--- src/rtl/refcmp_timer_pkg.sv ---
package refcmp_timer_pkg;

   localparam int unsigned ADDR_W = 5;

   localparam logic [ADDR_W-1:0] OFS_MODE = 5'h00;
   localparam logic [ADDR_W-1:0] OFS_REF  = 5'h04;
   localparam logic [ADDR_W-1:0] OFS_CAPT = 5'h08;
   localparam logic [ADDR_W-1:0] OFS_CNT  = 5'h0C;
   localparam logic [ADDR_W-1:0] OFS_EVT  = 5'h11;

   // clock source selector values
   typedef enum logic [1:0] {
      SRC_OFF0 = 2'd0,
      SRC_SYS  = 2'd1,
      SRC_SLOW = 2'd2,
      SRC_OFF3 = 2'd3
   } clk_src_e;

   // bit positions inside the mode word
   localparam int unsigned MB_RUN     = 0;
   localparam int unsigned MB_SRC_LO  = 1;
   localparam int unsigned MB_RESTART = 3;
   localparam int unsigned MB_IRQ_EN  = 4;
   localparam int unsigned MB_PRE_LO  = 8;

   // event register bits
   localparam int unsigned EB_CAPT = 0;
   localparam int unsigned EB_REF  = 1;

endpackage

--- src/rtl/refcmp_tick_gen.sv ---
module refcmp_tick_gen #(
   parameter int unsigned PRE_W    = 8,
   parameter int unsigned SLOW_DIV = 16
) (
   input  logic             clk,
   input  logic             rst_n,
   input  logic             clear,
   input  logic             run,
   input  logic             slow_sel,
   input  logic [PRE_W-1:0] pre_val,
   output logic             tick
);

   logic             slow_done;
   logic [PRE_W-1:0] pre_q;
   logic             pre_done;

   generate
      if (SLOW_DIV > 1) begin : g_slow
         localparam int unsigned SW = $clog2(SLOW_DIV);
         localparam logic [SW-1:0] SLOW_LAST = SW'(SLOW_DIV - 1);
         logic [SW-1:0] slow_q;

         always_ff @(posedge clk) begin
            if (!rst_n || clear) begin
               slow_q <= '0;
            end else if (run && slow_sel) begin
               if (slow_q == SLOW_LAST) slow_q <= '0;
               else                     slow_q <= slow_q + 1'b1;
            end
         end

         assign slow_done = !slow_sel || (slow_q == SLOW_LAST);
      end else begin : g_noslow
         assign slow_done = 1'b1;
      end
   endgenerate

   assign pre_done = (pre_q == pre_val);

   always_ff @(posedge clk) begin
      if (!rst_n || clear) begin
         pre_q <= '0;
      end else if (run && slow_done) begin
         if (pre_done) pre_q <= '0;
         else          pre_q <= pre_q + 1'b1;
      end
   end

   assign tick = run && !clear && slow_done && pre_done;

endmodule

--- src/rtl/refcmp_counter.sv ---
module refcmp_counter #(
   parameter int unsigned CNT_W = 16
) (
   input  logic             clk,
   input  logic             rst_n,
   input  logic             clear,
   input  logic             load,
   input  logic [CNT_W-1:0] load_val,
   input  logic             tick,
   input  logic             restart_mode,
   input  logic [CNT_W-1:0] ref_val,
   output logic [CNT_W-1:0] cnt,
   output logic             hit
);

   logic [CNT_W-1:0] cnt_q;
   logic [CNT_W-1:0] cnt_step;
   logic             at_ref;

   assign at_ref   = (cnt_q == ref_val);
   assign cnt_step = (restart_mode && at_ref) ? '0 : cnt_q + 1'b1;

   // clear wins over load, load wins over a step
   always_ff @(posedge clk) begin
      if (!rst_n || clear) cnt_q <= '0;
      else if (load)       cnt_q <= load_val;
      else if (tick)       cnt_q <= cnt_step;
   end

   assign hit = tick && !clear && !load && (cnt_step == ref_val);
   assign cnt = cnt_q;

endmodule

--- src/rtl/refcmp_timer.sv ---
module refcmp_timer
   import refcmp_timer_pkg::*;
#(
   parameter int unsigned CNT_W    = 16,
   parameter int unsigned PRE_W    = 8,
   parameter int unsigned SLOW_DIV = 16
) (
   input  logic              clk,
   input  logic              rst_n,
   input  logic              bus_we,
   input  logic [ADDR_W-1:0] bus_addr,
   input  logic [15:0]       bus_wdata,
   output logic [15:0]       bus_rdata,
   output logic              irq
);

   localparam int unsigned DATA_W = 16;
   localparam int unsigned MODE_W = MB_PRE_LO + PRE_W;

   generate
      if (MODE_W > DATA_W) begin : g_bad_mode
         $error("refcmp_timer: prescale field does not fit the data bus");
      end
      if (CNT_W > DATA_W || CNT_W < 2) begin : g_bad_cnt
         $error("refcmp_timer: CNT_W must be between 2 and 16");
      end
      if (SLOW_DIV == 0) begin : g_bad_slow
         $error("refcmp_timer: SLOW_DIV must be at least 1");
      end
   endgenerate

   logic [MODE_W-1:0] mode_q;
   logic [CNT_W-1:0]  ref_q;
   logic [DATA_W-1:0] capt_q;
   logic [1:0]        evt_q;

   logic              wr_mode, wr_ref, wr_capt, wr_cnt, wr_evt;
   logic              restart_pulse;
   logic              run_ok;
   logic              tick;
   logic              hit;
   logic [CNT_W-1:0]  cnt_q;
   logic [1:0]        evt_clr;
   clk_src_e          src;

   assign wr_mode = bus_we && (bus_addr == OFS_MODE);
   assign wr_ref  = bus_we && (bus_addr == OFS_REF);
   assign wr_capt = bus_we && (bus_addr == OFS_CAPT);
   assign wr_cnt  = bus_we && (bus_addr == OFS_CNT);
   assign wr_evt  = bus_we && (bus_addr == OFS_EVT);

   assign restart_pulse = wr_mode || wr_ref;

   assign src    = clk_src_e'(mode_q[MB_SRC_LO +: 2]);
   assign run_ok = mode_q[MB_RUN] && ((src == SRC_SYS) || (src == SRC_SLOW));

   // mode and reference registers
   always_ff @(posedge clk) begin
      if (!rst_n) begin
         mode_q <= '0;
         ref_q  <= '0;
      end else begin
         if (wr_mode) begin
            mode_q <= bus_wdata[MODE_W-1:0];
            if (mode_q[MB_RUN] && !bus_wdata[MB_RUN]) ref_q <= '0;
         end
         if (wr_ref) ref_q <= bus_wdata[CNT_W-1:0];
      end
   end

   always_ff @(posedge clk) begin
      if (!rst_n)       capt_q <= '0;
      else if (wr_capt) capt_q <= bus_wdata;
   end

   // event flags: write-one-to-clear, a new match wins over a clear
   assign evt_clr = wr_evt ? bus_wdata[1:0] : 2'b00;

   always_ff @(posedge clk) begin
      if (!rst_n) begin
         evt_q <= '0;
      end else begin
         evt_q[EB_CAPT] <= evt_q[EB_CAPT] && !evt_clr[EB_CAPT];
         evt_q[EB_REF]  <= hit || (evt_q[EB_REF] && !evt_clr[EB_REF]);
      end
   end

   refcmp_tick_gen #(
      .PRE_W    (PRE_W),
      .SLOW_DIV (SLOW_DIV)
   ) u_tick (
      .clk      (clk),
      .rst_n    (rst_n),
      .clear    (restart_pulse),
      .run      (run_ok),
      .slow_sel (src == SRC_SLOW),
      .pre_val  (mode_q[MB_PRE_LO +: PRE_W]),
      .tick     (tick)
   );

   refcmp_counter #(
      .CNT_W (CNT_W)
   ) u_cnt (
      .clk          (clk),
      .rst_n        (rst_n),
      .clear        (restart_pulse),
      .load         (wr_cnt),
      .load_val     (bus_wdata[CNT_W-1:0]),
      .tick         (tick),
      .restart_mode (mode_q[MB_RESTART]),
      .ref_val      (ref_q),
      .cnt          (cnt_q),
      .hit          (hit)
   );

   always_comb begin
      bus_rdata = '0;
      case (bus_addr)
         OFS_MODE: bus_rdata = DATA_W'(mode_q);
         OFS_REF:  bus_rdata = DATA_W'(ref_q);
         OFS_CAPT: bus_rdata = capt_q;
         OFS_CNT:  bus_rdata = DATA_W'(cnt_q);
         OFS_EVT:  bus_rdata = DATA_W'(evt_q);
         default:  bus_rdata = '0;
      endcase
   end

   assign irq = mode_q[MB_IRQ_EN] && evt_q[EB_REF];

endmodule

--- config.mk ---
export PLATFORM = sky130hd
export DESIGN_NAME = refcmp_timer
export DESIGN_NICKNAME = d
export VERILOG_FILES = /design/src/rtl/refcmp_timer_pkg.sv /design/src/rtl/refcmp_tick_gen.sv /design/src/rtl/refcmp_counter.sv /design/src/rtl/refcmp_timer.sv
export SDC_FILE = /design/constraint.sdc
export NUM_CORES = 1
export LEC_CHECK = 0
export ABC_AREA = 1
export BUFFER_PORTS_ARGS = -buffer_cell sky130_fd_sc_hd__buf_4
export CORE_MARGIN = 2
export CORE_UTILIZATION = 45
export DETAILED_ROUTE_END_ITERATION = 16
export PLACE_DENSITY = 0.64
export SYNTH_ARGS = -nofsm -noshare
export SYNTH_HDL_FRONTEND = slang
export SYNTH_HIERARCHICAL = 1
export SYNTH_SLANG_ARGS = --single-unit
--- constraint.sdc ---
create_clock -name clk -period 3 [get_ports clk]
set_clock_uncertainty 0.05 [all_clocks]
set_input_delay 0.45 -clock clk [delete_from_list [all_inputs] [get_ports clk]]
set_output_delay 0.45 -clock clk [all_outputs]
set_load 0.03 [all_outputs]
==> results of run 1 <==
==> power by group through the flow <==
stage	Combinational, mW	Sequential [mW]	Clock [mW]
after floorplan	0.0739	1.07	0
after global placement	0.134	1.08	0
after detailed placement	0.136	1.08	0
after CTS	0.136	1.05	1.10
after global routing	0.151	1.05	1.14
final	0.137	1.05	1.09
==> layer usage <==
layer,share of wire (%),global-route usage [%],routed length (µm)
met2,48,46.8,7260
met3,7.0,4.86,1070
met5,0,0,0
met4,2.5,9.09,385
met1,42,34.5,6430
==> sequential cells by signal, indices dropped and copies added, names as in the netlist <==
register / flops
capt_q: 16
mode_q: 16
ref_q: 16
u_cnt/cnt: 16
u_tick/pre_q: 8
u_tick/g_slow.slow_q: 4
evt_q: 2
==> cells in the mapped netlist <==
library cell	count
a21oi_1	24
a31oi_1	16
buf_1	1
buf_2	7
buf_4	2
buf_6	5
clkbuf_1	8
clkbuf_2	1
clkinv_1	1
dfxtp_1	78
ha_1	4
inv_1	67
inv_2	9
nand2_1	237
nand2_2	6
nand2_4	3
nand3_1	70
nand3_2	3
nand3_4	2
nand3b_1	2
nand4_1	18
nor2_1	100
nor2_2	15
nor2_4	3
nor3_1	4
nor3_2	1
nor3_4	2
nor4_1	1
o21ai_0	39
o21ai_1	2
o21bai_2	1
or2_2	1
xnor2_1	15
xor2_1	9
==> worst max path at each step <==
stage / from / endpoint / slack, ns
after floorplan: mode_q[1]$_SDFFE_PN0P_ / u_cnt/cnt[4]$_SDFFE_PP0P_ / 0.78
after global placement: bus_addr[2] / evt_q[1]$_SDFF_PN0_ / 0.58
after detailed placement: bus_addr[2] / evt_q[1]$_SDFF_PN0_ / 0.60
after CTS: mode_q[1]$_SDFFE_PN0P_ / evt_q[1]$_SDFF_PN0_ / 0.67
after global routing: u_cnt/cnt[11]$_SDFFE_PP0P_ / evt_q[1]$_SDFF_PN0_ / 0.31
final: u_cnt/cnt[0]$_SDFFE_PP0P_ / evt_q[1]$_SDFF_PN0_ / 0.60
==> through the flow <==
| stage | worst slack [ns] | total power, mW |
|---|---|---|
| after floorplan | 0.780 | 1.15 |
| after global placement | 0.577 | 1.21 |
| after detailed placement | 0.595 | 1.21 |
| after CTS | 0.671 | 2.29 |
| after global routing | 0.310 | 2.35 |
| final | 0.602 | 2.28 |
==> cell type report <==
cell class,instances,area [µm²]
Fill cell,1046,4900
Multi-Input combinational cell,578,2790
Sequential cell,78,1560
Timing Repair Buffer,46,345
Inverter,77,289
Tap cell,136,170
Clock buffer,11,141
Clock inverter,5,129
==> logic make-up (layout without fill, tap and decap cells) <==
group	Yosys count	count (layout)	synth area share [%]
simple gates	468	468	43.6
flops	78	78	32.7
fa+ha+maj	4	4	1.05
compound gates	82	82	9.15
xor+xnor	24	24	4.40
buf+inv	101	139	9.09
==> worst max-delay path: cells and delay by family, from the launching register on <==
family / cells / cell delay, ns
compound gates: 1 / 0.04
xor+xnor: 1 / 0.27
fa+ha+maj: 1 / 0.21
flops: 1 / 0.45
simple gates: 10 / 1.29
==> impl_metrics.json, run 1 <==
{
  "rsz0062_at_grt": "false",
  "yosys_warnings": 6,
  "cp-start-kind": "register",
  "status": "finished, final reports clean",
  "final_common_cell": "nand2_1",
  "crit_chain": "ha_1, nand2_1, nor3_1, nand3_1, xor2_1, nand2_1, nand2_1, nand2_1, nor2_1, nand3_1, nor2_1, a21oi_1, nor2_1",
  "initial_core_util_pct": 46.2,
  "synth_area_leaders": "dfxtp_1 (33%), nand2_1 (19%), nor2_1 (7.9%)",
  "worstHoldStart": "bus_wdata[4]",
  "viasPerCell": 5.40,
  "worst_ir_drop_vdd_uv": 389,
  "cp_slowest_cell": "dfxtp_1",
  "crit-reg2reg-launch": "u_cnt/cnt[0]$_SDFFE_PP0P_",
  "slew_viol_final": 0,
  "dp_hpwl_um": 10700,
  "cts_setup_buffers": 0,
  "fmax_ghz": 0.417,
  "postRouteWirelength_um": 15100,
  "r2r_end": "evt_q[1]$_SDFF_PN0_",
  "hold_ws_ns": 0.299,
  "ctsHoldBuffers": 0,
  "place.port_buffers": 40,
  "avgSynthCellArea_um2": 6.31,
  "utilization_pct": 52.5,
  "cts-root-buf": "clkbuf_8",
  "relSlewSlack_pct": 49.2,
  "comb_power_share_pct": 6.0,
  "min_path_type": "in -> reg",
  "drtAntennaViolNets": 0,
  "antenna_found_initial": 0,
  "die_w_um": 107,
  "p_switching_uw": 526,
  "area_delta_synth_final_pct": 13.5,
  "synth_nets": 785,
  "vias": 5028,
  "cts_sinks": 78,
  "ios": 41,
  "mostFrequentLayoutCells": "nand2_1 (237), nor2_1 (100), dfxtp_1 (78)",
  "grt_pass1_vias": 4678,
  "reg2reg_slack_ns": 0.60,
  "clockPowerShare_pct": 47.8,
  "drive_gt1_share_pct": 13.6,
  "core_area_mm2": 0.0103,
  "n_antenna_cell": 0,
  "syn_inst": 757,
  "setup_tns_ns": 0,
  "grt_max_degree": 46,
  "ys_ff_latch": 78,
  "wl_per_cell_um": 16.3,
  "fin_cells": 931,
  "cts_tree": "yes",
  "clockBufferDepth": 2,
  "drv_cap": 0,
  "nNetsFinal": 818,
  "track_usage_pct": 27.3,
  "switching_share_pct": 23.1,
  "yosys.area.top_type": "dfxtp_1",
  "drtIter0Drc": 393,
  "globalRouteOverflowTotal": 0,
  "synth_area_mm2": 0.00477,
  "rr_worst_depth": 13,
  "cts_made_buffers": 9,
  "crit_type": "reg -> reg",
  "post-route-period-util_pct": 79.9,
  "max_stage_delay_ns": 0.45,
  "crit_path_end_kind": "register",
  "core.rowCount": 37,
  "cp.required_ns": 3.25,
  "holdPathStages": 3,
  "yosysUniqueCellTypes": 34,
  "place_area_mm2": 0.00515,
  "dp.cells": 915,
  "grt_pass1_wl_um": 24200,
  "seq_area_frac_synth_pct": 32.7,
  "path_clk_slew_ns": 0.09,
  "p_seq_share_pct": 46.2,
  "die_h_um": 107,
  "hold_viol": 0,
  "place.gp.congestion": 1.00,
  "min_period_ns": 2.40,
  "cts_resized": 0,
  "tightest_slew_ns": 0.759,
  "min_to": "capt_q[4]$_SDFFE_PN0P_",
  "dr.pass1.iters": 6,
  "dieArea_mm2": 0.0115,
  "final_area_mm2": 0.00542,
  "yosysTopAreaCellShare_pct": 32.7,
  "cp_max_fo": 7,
  "htree_levels": 3,
  "setup_viol": 0,
  "drc": 0,
  "cp_common_cell": "nand2_1",
  "intPower_mw": 1.75,
  "leakage_nw": 2.17,
  "cp.arrival_ns": 2.64,
  "p_per_area_mw_per_mm2": 420,
  "clk-insertion-delay-late_ns": 0.36
}
(Power assumes the default switching activity.)
==> run 2: changes to the inputs <==
- PLACE_DENSITY: 0.64 -> 0.66
- clock period: 3 -> 2.05 ns (I/O delays scaled with it)
==> run 2 against run 1 <==
Against the previous run:
- routed wire length rose by 1.4%
- fmax rose by 21%
- non-clock buffer count rose by 55
- power rose by 34%
- die area did not move
- combinational power rose by 66%
- clock power rose by 18%
- worst hold slack got worse by 0.16 ns
- critical path type unchanged
- critical endpoint unchanged
- largest power group is now registers
==> impl_metrics.json, run 2 (synthesis results as in run 1) <==
{
  "globalRouteOverflowTotal": 0,
  "crit_path_end_kind": "register",
  "cp-start-kind": "register",
  "die_h_um": 107,
  "setup_tns_ns": 0,
  "grt_pass1_wl_um": 24900,
  "postRouteWirelength_um": 15300,
  "place.gp.congestion": 0.940,
  "drc": 0,
  "wl_per_cell_um": 15.6,
  "cp.arrival_ns": 2.25,
  "vias": 5262,
  "grt_pass1_vias": 5056,
  "tightest_slew_ns": 0.372,
  "cts-root-buf": "clkbuf_8",
  "core.rowCount": 37,
  "cts_sinks": 78,
  "fin_cells": 986,
  "drtAntennaViolNets": 0,
  "worst_ir_drop_vdd_uv": 274,
  "antenna_found_initial": 0,
  "track_usage_pct": 28.0,
  "clockBufferDepth": 2,
  "setup_viol": 0,
  "final_common_cell": "nand2_1",
  "core_area_mm2": 0.0103,
  "dieArea_mm2": 0.0115,
  "multi_input_area_mm2": 0.00286,
  "htree_levels": 3,
  "nNetsFinal": 873,
  "drtIter0Drc": 403,
  "viasPerCell": 5.34,
  "crit_type": "reg -> reg",
  "cts_made_buffers": 9,
  "dp.cells": 969,
  "n_antenna_cell": 0,
  "grt_max_degree": 23,
  "initial_core_util_pct": 46.2,
  "area_delta_synth_final_pct": 24.3,
  "leakage_nw": 2.46,
  "status": "finished, final reports clean",
  "dp_hpwl_um": 11500,
  "die_w_um": 107,
  "cts_tree": "yes",
  "path_clk_slew_ns": 0.09,
  "p_per_area_mw_per_mm2": 515,
  "hold_viol": 0,
  "place.port_buffers": 40,
  "relSlewSlack_pct": 75.1,
  "clk-insertion-delay-late_ns": 0.37,
  "fmax_ghz": 0.504,
  "rsz0062_at_grt": "true",
  "drv_cap": 0,
  "fillers": 1023,
  "min_path_type": "in -> reg",
  "ios": 41,
  "cp.required_ns": 2.32,
  "cp_max_fo": 18,
  "dr.pass1.iters": 5,
  "post-route-period-util_pct": 96.7,
  "drive_gt1_share_pct": 22.7,
  "slew_viol_final": 0,
  "hold_ws_ns": 0.138,
  "mostFrequentLayoutCells": "nand2_1 (237), buf_4 (95), nor2_1 (94)",
  "seqCellArea_mm2": 0.00158,
  "min_period_ns": 1.98
}
run 2: power breakdown:
part,internal (mW),total (mW),switching (mW)
Clock,0.640,1.29,0.652
Sequential,1.53,1.54,0.0116
Combinational,0.0846,0.227,0.142
run 2: repair_timing:
item	in CTS	in global routing
setup endpoints to repair	1	2
pin swaps	0	2
setup buffers	0	1
resized for setup	5	29
hold buffers	0	0
endpoints found under the hold margin	0	0
run 2: layout make-up:
cell class,count,share of cell area [%]
sequential,78,26.6
timing repair buffer,101,13.9
tap,136,2.87
clock inverter,5,1.07
multi-input combinational,578,48.1
inverter,77,4.87
clock buffer,11,2.55
run 2: worst paths after layout:
| check | to | start | depth (start not counted) | slack [ns] |
|---|---|---|---|---|
| min reg2reg | capt_q[0]$_SDFFE_PN0P_ | capt_q[0]$_SDFFE_PN0P_ | 2 | 0.40 |
| max | evt_q[1]$_SDFF_PN0_ | ref_q[1]$_SDFFE_PN0P_ | 15 | 0.07 |
| max reg2reg | evt_q[1]$_SDFF_PN0_ | ref_q[1]$_SDFFE_PN0P_ | 15 | 0.07 |
| min | capt_q[6]$_SDFFE_PN0P_ | bus_wdata[6] | 3 | 0.14 |
run 2: worst max-delay path: stages (launching register included):
cell	delay, ns
dfxtp_1	0.41
inv_1	0.08
nand2_1	0.07
nand2_1	0.06
nor2_1	0.09
nand2_1	0.09
nor2_4	0.13
nand3_4	0.11
buf_12	0.17
nand3_1	0.06
nand3_1	0.09
nor2_2	0.18
nand3_1	0.10
nor2_1	0.09
a21oi_1	0.04
nor2_1	0.08
run 2: stage by stage:
step	cell area (µm²)	total power [mW]	utilization, %	worst slack [ns]
after floorplan	4780	1.68	-	0.00234
after global placement	5620	1.79	54.5	-0.0176
after detailed placement	5620	1.79	54.5	-0.0705
after CTS	5850	3.07	56.7	0.00528
after global routing	5940	3.17	57.5	-0.134
final	5940	3.06	57.5	0.0670
run 2: layer usage:
metal / GRT usage [%] / part of all wire, % / wire length [µm]
met1: 35.5 / 44 / 6720
met2: 47.6 / 48 / 7420
met5: 0 / 0 / 0
met3: 4.98 / 5.3 / 818
met4: 10.1 / 2.6 / 392
==> run 3: changes to the inputs <==
- ABC_AREA: 1 -> unset
==> run 3 against run 2 <==
Against the previous run:
- the flow now finishes with violations (setup timing)
- worst hold slack got worse by 0.0040 ns
- global-route usage increased by 1.8 points
- final cell count decreased by 8.5%
- clock power decreased by 12%
- synthesized cell count decreased by 23%
- critical path type unchanged
- critical endpoint unchanged
==> impl_metrics.json, run 3 <==
{
  "crit_type": "reg -> reg",
  "final_common_cell": "buf_4",
  "track_usage_pct": 29.8,
  "die_w_um": 109,
  "area_delta_synth_final_pct": 43.5,
  "timing.final.ws_setup_ns": -0.912,
  "min_path_type": "in -> reg",
  "dp_hpwl_um": 11700,
  "cts-root-buf": "clkbuf_8",
  "status": "complete, but fails checks",
  "core_area_mm2": 0.0107,
  "grt_pass1_wl_um": 26900,
  "yosysUniqueCellTypes": 72,
  "initial_core_util_pct": 45.9,
  "cp-start-kind": "register",
  "fillers": 876,
  "seqCellArea_mm2": 0.00158,
  "drive_gt1_share_pct": 42.3,
  "path_clk_slew_ns": 0.09,
  "failed_checks": "setup timing",
  "relSlewSlack_pct": 63.9,
  "drc": 0,
  "synth_edf_count": 0,
  "crit_chain": "xnor2_1, nand4_1, nor4_4, clkinv_2, or4b_1, a221o_1, a221oi_2, o211ai_1, nor4_2, o21ai_1, a41oi_1",
  "clockBufferDepth": 2,
  "worst-path-buf-inv": 1,
  "dr.pass1.iters": 6,
  "cp_max_fo": 2,
  "drv_cap": 0,
  "min_period_ns": 2.96,
  "dieArea_mm2": 0.0118,
  "async_flop_share_pct": 0,
  "antenna_found_initial": 0,
  "ys_ff_latch": 78,
  "wl_per_cell_um": 19.0,
  "place.gp.congestion": 1.00,
  "cts_made_buffers": 9,
  "synth_area_leaders": "dfxtp_1 (32%), nand2_1 (7.9%), xnor2_1 (6.2%)",
  "drtAntennaViolNets": 0,
  "cts_sinks": 78,
  "synth_area_mm2": 0.00493,
  "hold_viol": 0,
  "seq_area_frac_synth_pct": 31.7,
  "yosys_warnings": 6,
  "die_h_um": 109,
  "max_stage_delay_ns": 0.46,
  "clk-insertion-delay-late_ns": 0.37,
  "synthTopCellsByCount": "nand2_1 (104), dfxtp_1 (78), xnor2_1 (35)",
  "crit_path_end_kind": "register",
  "htree_levels": 3,
  "p_per_area_mw_per_mm2": 425,
  "yosys.area.top_type": "dfxtp_1",
  "worst_ir_drop_vdd_uv": 257,
  "post-route-period-util_pct": 144,
  "rsz0062_at_grt": "true",
  "cpLargestDelayFamily": "simple AND/OR/NAND/NOR gates",
  "grt_max_degree": 32,
  "utilization_pct": 65.8,
  "yosysTopAreaCellShare_pct": 31.7,
  "setup_tns_ns": -6.03,
  "core.rowCount": 38,
  "multi_input_area_mm2": 0.00331,
  "cts_tree": "yes",
  "n_antenna_cell": 0,
  "cp.arrival_ns": 3.21,
  "slew_viol_final": 0,
  "postRouteWirelength_um": 17100,
  "grt_pass1_vias": 5166,
  "globalRouteOverflowTotal": 0,
  "fmax_ghz": 0.338,
  "cp.required_ns": 2.29,
  "nNetsFinal": 785,
  "ios": 41,
  "yosysMostFrequentCell": "nand2_1",
  "tightest_slew_ns": 0.540,
  "final_area_mm2": 0.00708,
  "drtIter0Drc": 398,
  "synth_nets": 612,
  "vias": 5257,
  "synth_flop_cell": "dfxtp_1",
  "setup_viol": 23,
  "ctsHoldBuffers": 0,
  "avgSynthCellArea_um2": 8.44,
  "mostFrequentLayoutCells": "buf_4 (158), nand2_1 (101), dfxtp_1 (66)",
  "syn_inst": 584,
  "place.port_buffers": 40,
  "place_area_mm2": 0.00626,
  "viasPerCell": 5.83,
  "cp_slowest_cell": "or4b_1",
  "leakage_nw": 2.90
}
-- run 3: changes by cell type after synthesis, moves of 15 or more --
cell / previous run / this run
xnor2_1: 15 / 35
nor2_2: 15 / 0
a22oi_1: 0 / 31
o22ai_1: 0 / 17
inv_1: 67 / 18
nor2b_1: 0 / 28
nor2_1: 100 / 21
nand3_1: 70 / 14
o21ai_0: 39 / 10
mux2i_1: 0 / 17
nand2_1: 237 / 104
-- run 3: path summary, 6_finish.rpt --
kind | start | to | slack, ns | cells past startpoint
min | bus_wdata[0] | evt_q[0]$_SDFF_PN0_ | 0.13 | 2
min reg2reg | evt_q[0]$_SDFF_PN0_ | evt_q[0]$_SDFF_PN0_ | 0.40 | 2
max reg2reg | u_tick/pre_q[5]$_SDFFE_PP0P_ | evt_q[1]$_SDFF_PN0_ | -0.91 | 11
max | u_tick/pre_q[5]$_SDFFE_PP0P_ | evt_q[1]$_SDFF_PN0_ | -0.91 | 11
-- run 3: logic make-up (layout without fill, tap and decap cells) --
group / after synthesis / in the layout / share of synthesized area (%)
multiplexers: 17 / 17 / 3.45
flip-flops: 78 / 78 / 31.7
buffers and inverters: 62 / 240 / 7.51
AND/OR/NAND/NOR: 242 / 242 / 26.6
AO/OA/AOI/OAI: 136 / 136 / 21.4
XOR/XNOR: 45 / 45 / 8.27
adder cells (fa/ha/maj): 4 / 4 / 1.02
-- run 3: area by class of cell --
class / instances / area share (%)
Clock inverter: 7 / 0.778
Clock buffer: 9 / 1.75
Inverter: 20 / 1.15
Timing Repair Buffer: 204 / 24.7
Multi-Input combinational cell: 444 / 46.8
Tap cell: 140 / 2.48
Sequential cell: 78 / 22.3
-- run 3: metrics by stage --
| stage | power (mW) | instances | hold WS [ns] | worst slack [ns] |
|---|---|---|---|---|
| 2_1_floorplan | 1.71 | 584 | 0.355 | -0.917 |
| 3_3_place_gp | 1.86 | 868 | 0.371 | -0.823 |
| 3_5_place_dp | 1.87 | 868 | 0.377 | -0.949 |
| 4_1_cts | 3.00 | 898 | 0.121 | -0.890 |
| 5_1_grt | 3.11 | 902 | 0.133 | -1.15 |
| 6_report | 3.01 | 902 | 0.134 | -0.912 |
-- run 3: layer usage --
metal / track usage, % / wire, µm / vias up
li1: - / - / 2430
met1: 38.1 / 7200 / 2532
met2: 47.5 / 8110 / 237
met3: 5.92 / 1150 / 58
met4: 15.5 / 649 / 0
met5: 0 / 0 / -
-- run 3: worst register-to-register path, cell delays in order, from the launching register on --
cell and delay, ns:
dfxtp_2 0.33, xnor2_1 0.16, nand4_1 0.23, nor4_4 0.37, clkinv_2 0.09, or4b_1 0.46, a221o_1 0.29, a221oi_2 0.17
o211ai_1 0.13, nor4_2 0.27, o21ai_1 0.16, a41oi_1 0.18
-- run 3: repair_timing --
| action | CTS | global route |
|---|---|---|
| pin swaps | 17 | 45 |
| setup buffers | 15 | 9 |
| endpoints found under the setup margin | 32 | 33 |
| resized for setup | 50 | 74 |
| cloned | 2 | 0 |
-- run 3: where the power goes --
group | switching, mW | internal (mW)
clock network | 0.668 | 0.457
registers | 0.0136 | 1.53
logic | 0.180 | 0.161
